<file path="config.mk">
export PLATFORM = sky130hd
export DESIGN_NAME = irq_vec_ctl
export DESIGN_NICKNAME = d
export VERILOG_FILES = /design/src/rtl/irq_pkg.sv /design/src/rtl/irq_category.sv /design/src/rtl/irq_alarm_latch.sv /design/src/rtl/irq_vec_ctl.sv
export SDC_FILE = /design/constraint.sdc
export NUM_CORES = 1
export LEC_CHECK = 0
export ABC_AREA = 1
export BUFFER_PORTS_ARGS = -buffer_cell sky130_fd_sc_hd__buf_2
export CAP_MARGIN = 5
export CORE_ASPECT_RATIO = 1.2
export CORE_MARGIN = 2
export CORE_UTILIZATION = 55
export DETAILED_ROUTE_END_ITERATION = 7
export GPL_ROUTABILITY_DRIVEN = 0
export HOLD_SLACK_MARGIN = 0.05
export PLACE_DENSITY = 0.77
export SYNTH_ARGS = -nofsm -noshare
export SYNTH_HDL_FRONTEND = slang
export SYNTH_HIERARCHICAL = 1
export SYNTH_SLANG_ARGS = --single-unit
</file>
<file path="constraint.sdc">
create_clock -name clk -period 1.32 [get_ports clk]
set_input_delay 0 -clock clk [delete_from_list [all_inputs] [get_ports clk]]
set_output_delay 0 -clock clk [all_outputs]
set_load 0.005 [all_outputs]
</file>
<file path="src/rtl/irq_pkg.sv">
package irq_pkg;
    localparam int CAT_N  = 8;
    localparam int WORD_N = 8;
    localparam int ADR_N  = 4;
endpackage

</file>
<file path="src/rtl/irq_category.sv">
module irq_category #(
    parameter int             W        = 8,
    parameter logic [W-1:0]   RST_MASK = '0
) (
    input  logic         clk,
    input  logic         rst_n,
    input  logic [W-1:0] ev_i,
    input  logic         mask_we,
    input  logic [W-1:0] mask_wdata,
    input  logic         clr_i,
    output logic [W-1:0] mask_o,
    output logic         pend_o
);
    typedef struct packed {
        logic [W-1:0] mask;
        logic [W-1:0] status;
    } cat_st_t;

    cat_st_t st_d, st_q;

    always_comb begin
        st_d = st_q;
        if (mask_we) begin
            st_d.mask = mask_wdata;
        end
        st_d.status = (clr_i ? '0 : st_q.status) | ev_i;
    end

    always_ff @(posedge clk or negedge rst_n) begin
        if (!rst_n) begin
            st_q.mask   <= RST_MASK;
            st_q.status <= '0;
        end else begin
            st_q <= st_d;
        end
    end

    assign mask_o = st_q.mask;
    assign pend_o = |(st_q.status & st_q.mask);
endmodule

</file>
<file path="src/rtl/irq_alarm_latch.sv">
module irq_alarm_latch #(
    parameter int W = 8
) (
    input  logic         clk,
    input  logic         rst_n,
    input  logic [W-1:0] alarm_i,
    input  logic         clr_i,
    output logic [W-1:0] latch_o
);
    typedef struct packed {
        logic [W-1:0] bits;
    } alm_st_t;

    alm_st_t st_d, st_q;

    always_comb begin
        st_d      = st_q;
        st_d.bits = (clr_i ? '0 : st_q.bits) | alarm_i;
    end

    always_ff @(posedge clk or negedge rst_n) begin
        if (!rst_n) begin
            st_q <= '0;
        end else begin
            st_q <= st_d;
        end
    end

    assign latch_o = st_q.bits;
endmodule

</file>
<file path="src/rtl/irq_vec_ctl.sv">
module irq_vec_ctl #(
    parameter int NUM_CAT = irq_pkg::CAT_N,
    parameter int WORD_W  = irq_pkg::WORD_N,
    parameter int ADDR_W  = irq_pkg::ADR_N
) (
    input  logic                      clk,
    input  logic                      rst_n,
    input  logic [NUM_CAT*WORD_W-1:0] ev_i,
    input  logic [WORD_W-1:0]         alarm_i,
    input  logic                      rd_en,
    input  logic                      wr_en,
    input  logic [ADDR_W-1:0]         addr,
    input  logic [WORD_W-1:0]         wdata,
    output logic [WORD_W-1:0]         rdata,
    output logic                      irq_oe
);
    localparam logic [ADDR_W-1:0] A_VEC = ADDR_W'(NUM_CAT);
    localparam logic [ADDR_W-1:0] A_ALM = ADDR_W'(NUM_CAT + 1);
    localparam logic [ADDR_W-1:0] A_CTL = ADDR_W'(NUM_CAT + 2);

    typedef struct packed {
        logic ack;
    } top_st_t;

    top_st_t st_d, st_q;

    logic [NUM_CAT-1:0]         vec;
    logic [WORD_W-1:0]          mask_w [NUM_CAT];
    logic [NUM_CAT*WORD_W-1:0]  mask_flat;
    logic [WORD_W-1:0]          alarm_q;
    logic                       ack_q;
    logic                       vec_clr;
    logic                       alm_clr;

    // next-state of the acknowledge bit and the clear strobes
    always_comb begin
        st_d = st_q;
        vec_clr = rd_en && (addr == A_VEC);
        alm_clr = rd_en && (addr == A_ALM);
        if (wr_en && (addr == A_CTL)) begin
            st_d.ack = wdata[0];
            if (wdata[0] != st_q.ack) begin
                vec_clr = 1'b1;
            end
        end
    end

    always_ff @(posedge clk or negedge rst_n) begin
        if (!rst_n) begin
            st_q <= '0;
        end else begin
            st_q <= st_d;
        end
    end

    assign ack_q = st_q.ack;

    for (genvar c = 0; c < NUM_CAT; c++) begin : g_cat
        irq_category #(
            .W        (WORD_W),
            .RST_MASK ({WORD_W{c == 0}})
        ) u_cat (
            .clk        (clk),
            .rst_n      (rst_n),
            .ev_i       (ev_i[c*WORD_W +: WORD_W]),
            .mask_we    (wr_en && (addr == ADDR_W'(c))),
            .mask_wdata (wdata),
            .clr_i      (vec_clr),
            .mask_o     (mask_w[c]),
            .pend_o     (vec[c])
        );
        assign mask_flat[c*WORD_W +: WORD_W] = mask_w[c];
    end

    irq_alarm_latch #(.W(WORD_W)) u_alm (
        .clk     (clk),
        .rst_n   (rst_n),
        .alarm_i (alarm_i),
        .clr_i   (alm_clr),
        .latch_o (alarm_q)
    );

    always_comb begin
        rdata = '0;
        for (int c = 0; c < NUM_CAT; c++) begin
            if (addr == ADDR_W'(c)) begin
                rdata = mask_w[c];
            end
        end
        if (addr == A_VEC) begin
            rdata = WORD_W'(vec);
        end else if (addr == A_ALM) begin
            rdata = alarm_q;
        end else if (addr == A_CTL) begin
            rdata = WORD_W'(st_q.ack);
        end
    end

    assign irq_oe = |vec;
endmodule

</file>
==> flow_summary.yaml <==
clock_network:
  htree_num_levels: 4
  numCtsBuffers: 17
  clk_path_buf_depth: 2
  clkTransAtPathRegs_ns: 0.06
  clk-insertion-delay-late_ns: 0.43
  clock-sinks: 137
  cts_tree: "done"
  root_buffer: "clkbuf_16"
global_route:
  grt-ovfl-total: 0
  grt_max_degree: 51
  grtUsageTotal_pct: 27.7
  grt_pass1_vias: 5898
  grt_antenna_before_repair: 0
  grt_pass1_wl_um: 28700
power_and_ir_drop:
  pwr_density_cell_nw_per_um2: 1390
  ir_worst_vdd_mv: 0.940
  p_leak_nw: 5.23
yosys:
  synth-seq-cells: 137
  syn_area_um2: 7020
  synth_top_area_share_pct: 46.0
  async_flop_share_pct: 100
  yosysMostFrequentCell: "nand2_1"
  synth_ff_type: "dfrtp_1"
  netlist_top_cells_area: "dfrtp_1, nand2_1, inv_1, buf_4, o21bai_1"
  yosysSeqAreaShare_pct: 49.0
  synth_area_per_cell_um2: 8.12
  synth_edf_count: 0
  synth_nets: 953
  synthTopCellsByCount: "nand2_1, inv_1, dfrtp_1"
  yosysUniqueCellTypes: 32
  yosys_warnings: 6
  syn_inst: 865
  synth_top_area_cell: "dfrtp_1"
cells_and_area:
  multi_input_area_um2: 2730
  fin_cells: 1210
  diodes: 0
  final_util_pct: 75.5
  nets: 1121
  seq_area_um2: 3440
  fillers: 850
  area_growth_pct: 35.0
  layout-drive-gt1-share_pct: 25.7
route:
  drtAntennaViolNets: 0
  drc: 0
  via_count: 6130
  dr.pass1.iters: 8
  post_drt_wl_per_cell_um: 16.4
  drt_iter0_drc: 447
  routed_wl_um: 19800
  via_per_inst: 5.07
outcome:
  violations: "negative setup slack"
  status: "complete, but fails checks"
critical_path:
  end_kind: "output pin"
  crit_fanout: 3
  cp-start-kind: "flip-flop"
  arrival_ns: 1.78
  critPathKind: "flip-flop to output pin"
  required_ns: 1.32
job:
  maxCapViolations: 0
sta:
  relSlewSlack_pct: 61.0
  fin_skew_ns: 0.00700
  hold_viol_final: 0
  setup_violations: 9
  setup_ws_ns: -0.461
  finalCritPeriodShare_pct: 135
  tns_ns: -3.05
  fmaxAchievable_ghz: 0.561
  fin_crit_ns: 1.78
  drv_slew: 0
  worst_slew_pin_slew_ns: 0.584
  rsz0062_at_grt: "yes"
place:
  place_hpwl_um: 12000
  dp_slack_ns: -0.115
  portBuffers: 96
  dp_cells: 1092
die:
  die_w_um: 107
  die-area_um2: 13700
  start_util_pct: 55.9
  coreArea_um2: 12600
  dieHeight_um: 128
  ios: 97
  num_rows: 45
min_path:
  min_path_type: "input pin to flip-flop"
[metrics by stage]
stage          area [µm²]  power, mW  hold WS, ns
6_report             9480       13.1       0.0974
2_1_floorplan        7020       6.75       -0.296
4_1_cts              9220       12.9       0.0848
5_1_grt              9480       13.7       0.0977
3_3_place_gp         7500       7.04      -0.0607
3_5_place_dp         7500       7.13      -0.0600
[kinds of logic (layout without fill, tap and decap cells)]
family	Yosys count	in the layout	synth area share, %
buffers and inverters	237	418	17.1
AND/OR/NAND/NOR	351	351	21.4
AO/OA/AOI/OAI	138	138	12.2
XOR/XNOR	1	1	0.125
flip-flops	137	137	49.0
multiplexers	1	1	0.160
[layout make-up]
class	count	area share [%]
inverters	157	6.24
repair buffers	229	19.3
well taps	164	2.16
clock buffers	20	4.92
multi-input cells	491	28.8
clock inverters	12	2.31
flip-flops and latches	137	36.3
[state kept, by name (all words and copies together), names as in the netlist]
register            count
ack_q                   1
u_alm/latch_o           8
g_cat.u_cat/mask_o     64
g_cat.u_cat/st_q       64
[worst paths after layout]
path                                          start  slack, ns  cells past startpoint                  endpoint
max                        g_cat[7].u_cat/mask_o[4]      -0.46                      7                    irq_oe
min                                           wr_en        0.1                      4                     ack_q
max reg2reg                                   ack_q       0.03                      4    g_cat[3].u_cat/st_q[7]
min reg2reg                        u_alm/latch_o[7]       0.48                      2          u_alm/latch_o[7]
max in group asynchronous                     rst_n       0.11                      4  g_cat[0].u_cat/mask_o[3]
min in group asynchronous                     rst_n       0.60                      3    g_cat[1].u_cat/st_q[1]
[worst max-delay path: stages (launching register included)]
cell	delay [ns]
dfrtp_1	0.42
nand2_1	0.09
nand2_1	0.05
nor2_1	0.15
nand2_2	0.12
nor4_4	0.30
nand2_1	0.09
buf_2	0.14
[power breakdown]
part           switching [mW]  internal, mW  leakage (nW)
logic                    1.23          1.13          3.48
registers               0.486          4.80          1.41
clock network            1.82          3.68         0.332
total                    3.54          9.61          5.23
[placed cells by master (no fill, tap or decap), drive strengths merged]
master	count
dfstp	8
a22o	1
clkbuf	22
buf	145
nor4	2
nand4	7
or2	8
a21oi	8
xor2	1
dfrtp	129
inv	156
o21bai	64
bufinv	6
clkinvlp	2
nand3b	2
dlygate4sd3	82
nor2	47
and3	1
nand3	25
nand2	253
mux2	1
clkinv	5
o21ai	65
nor3	6
[per-layer routing]
layer	vias up	track usage [%]	wire length (µm)
li1	2922	-	-
met1	2898	34.3	8000
met2	243	46.0	9770
met3	67	5.13	1150
met4	0	15.0	917
met5	-	0	0
[timing repair]
action	4_1_cts	5_1_grt
hold buffers	82	0
setup buffers	2	0
pin swaps	28	28
endpoints found under the setup margin	9	23
cloned	0	2
hold endpoints to repair	258	0
resized for setup	50	40
No activity file was read; power rests on OpenSTA's default activity.
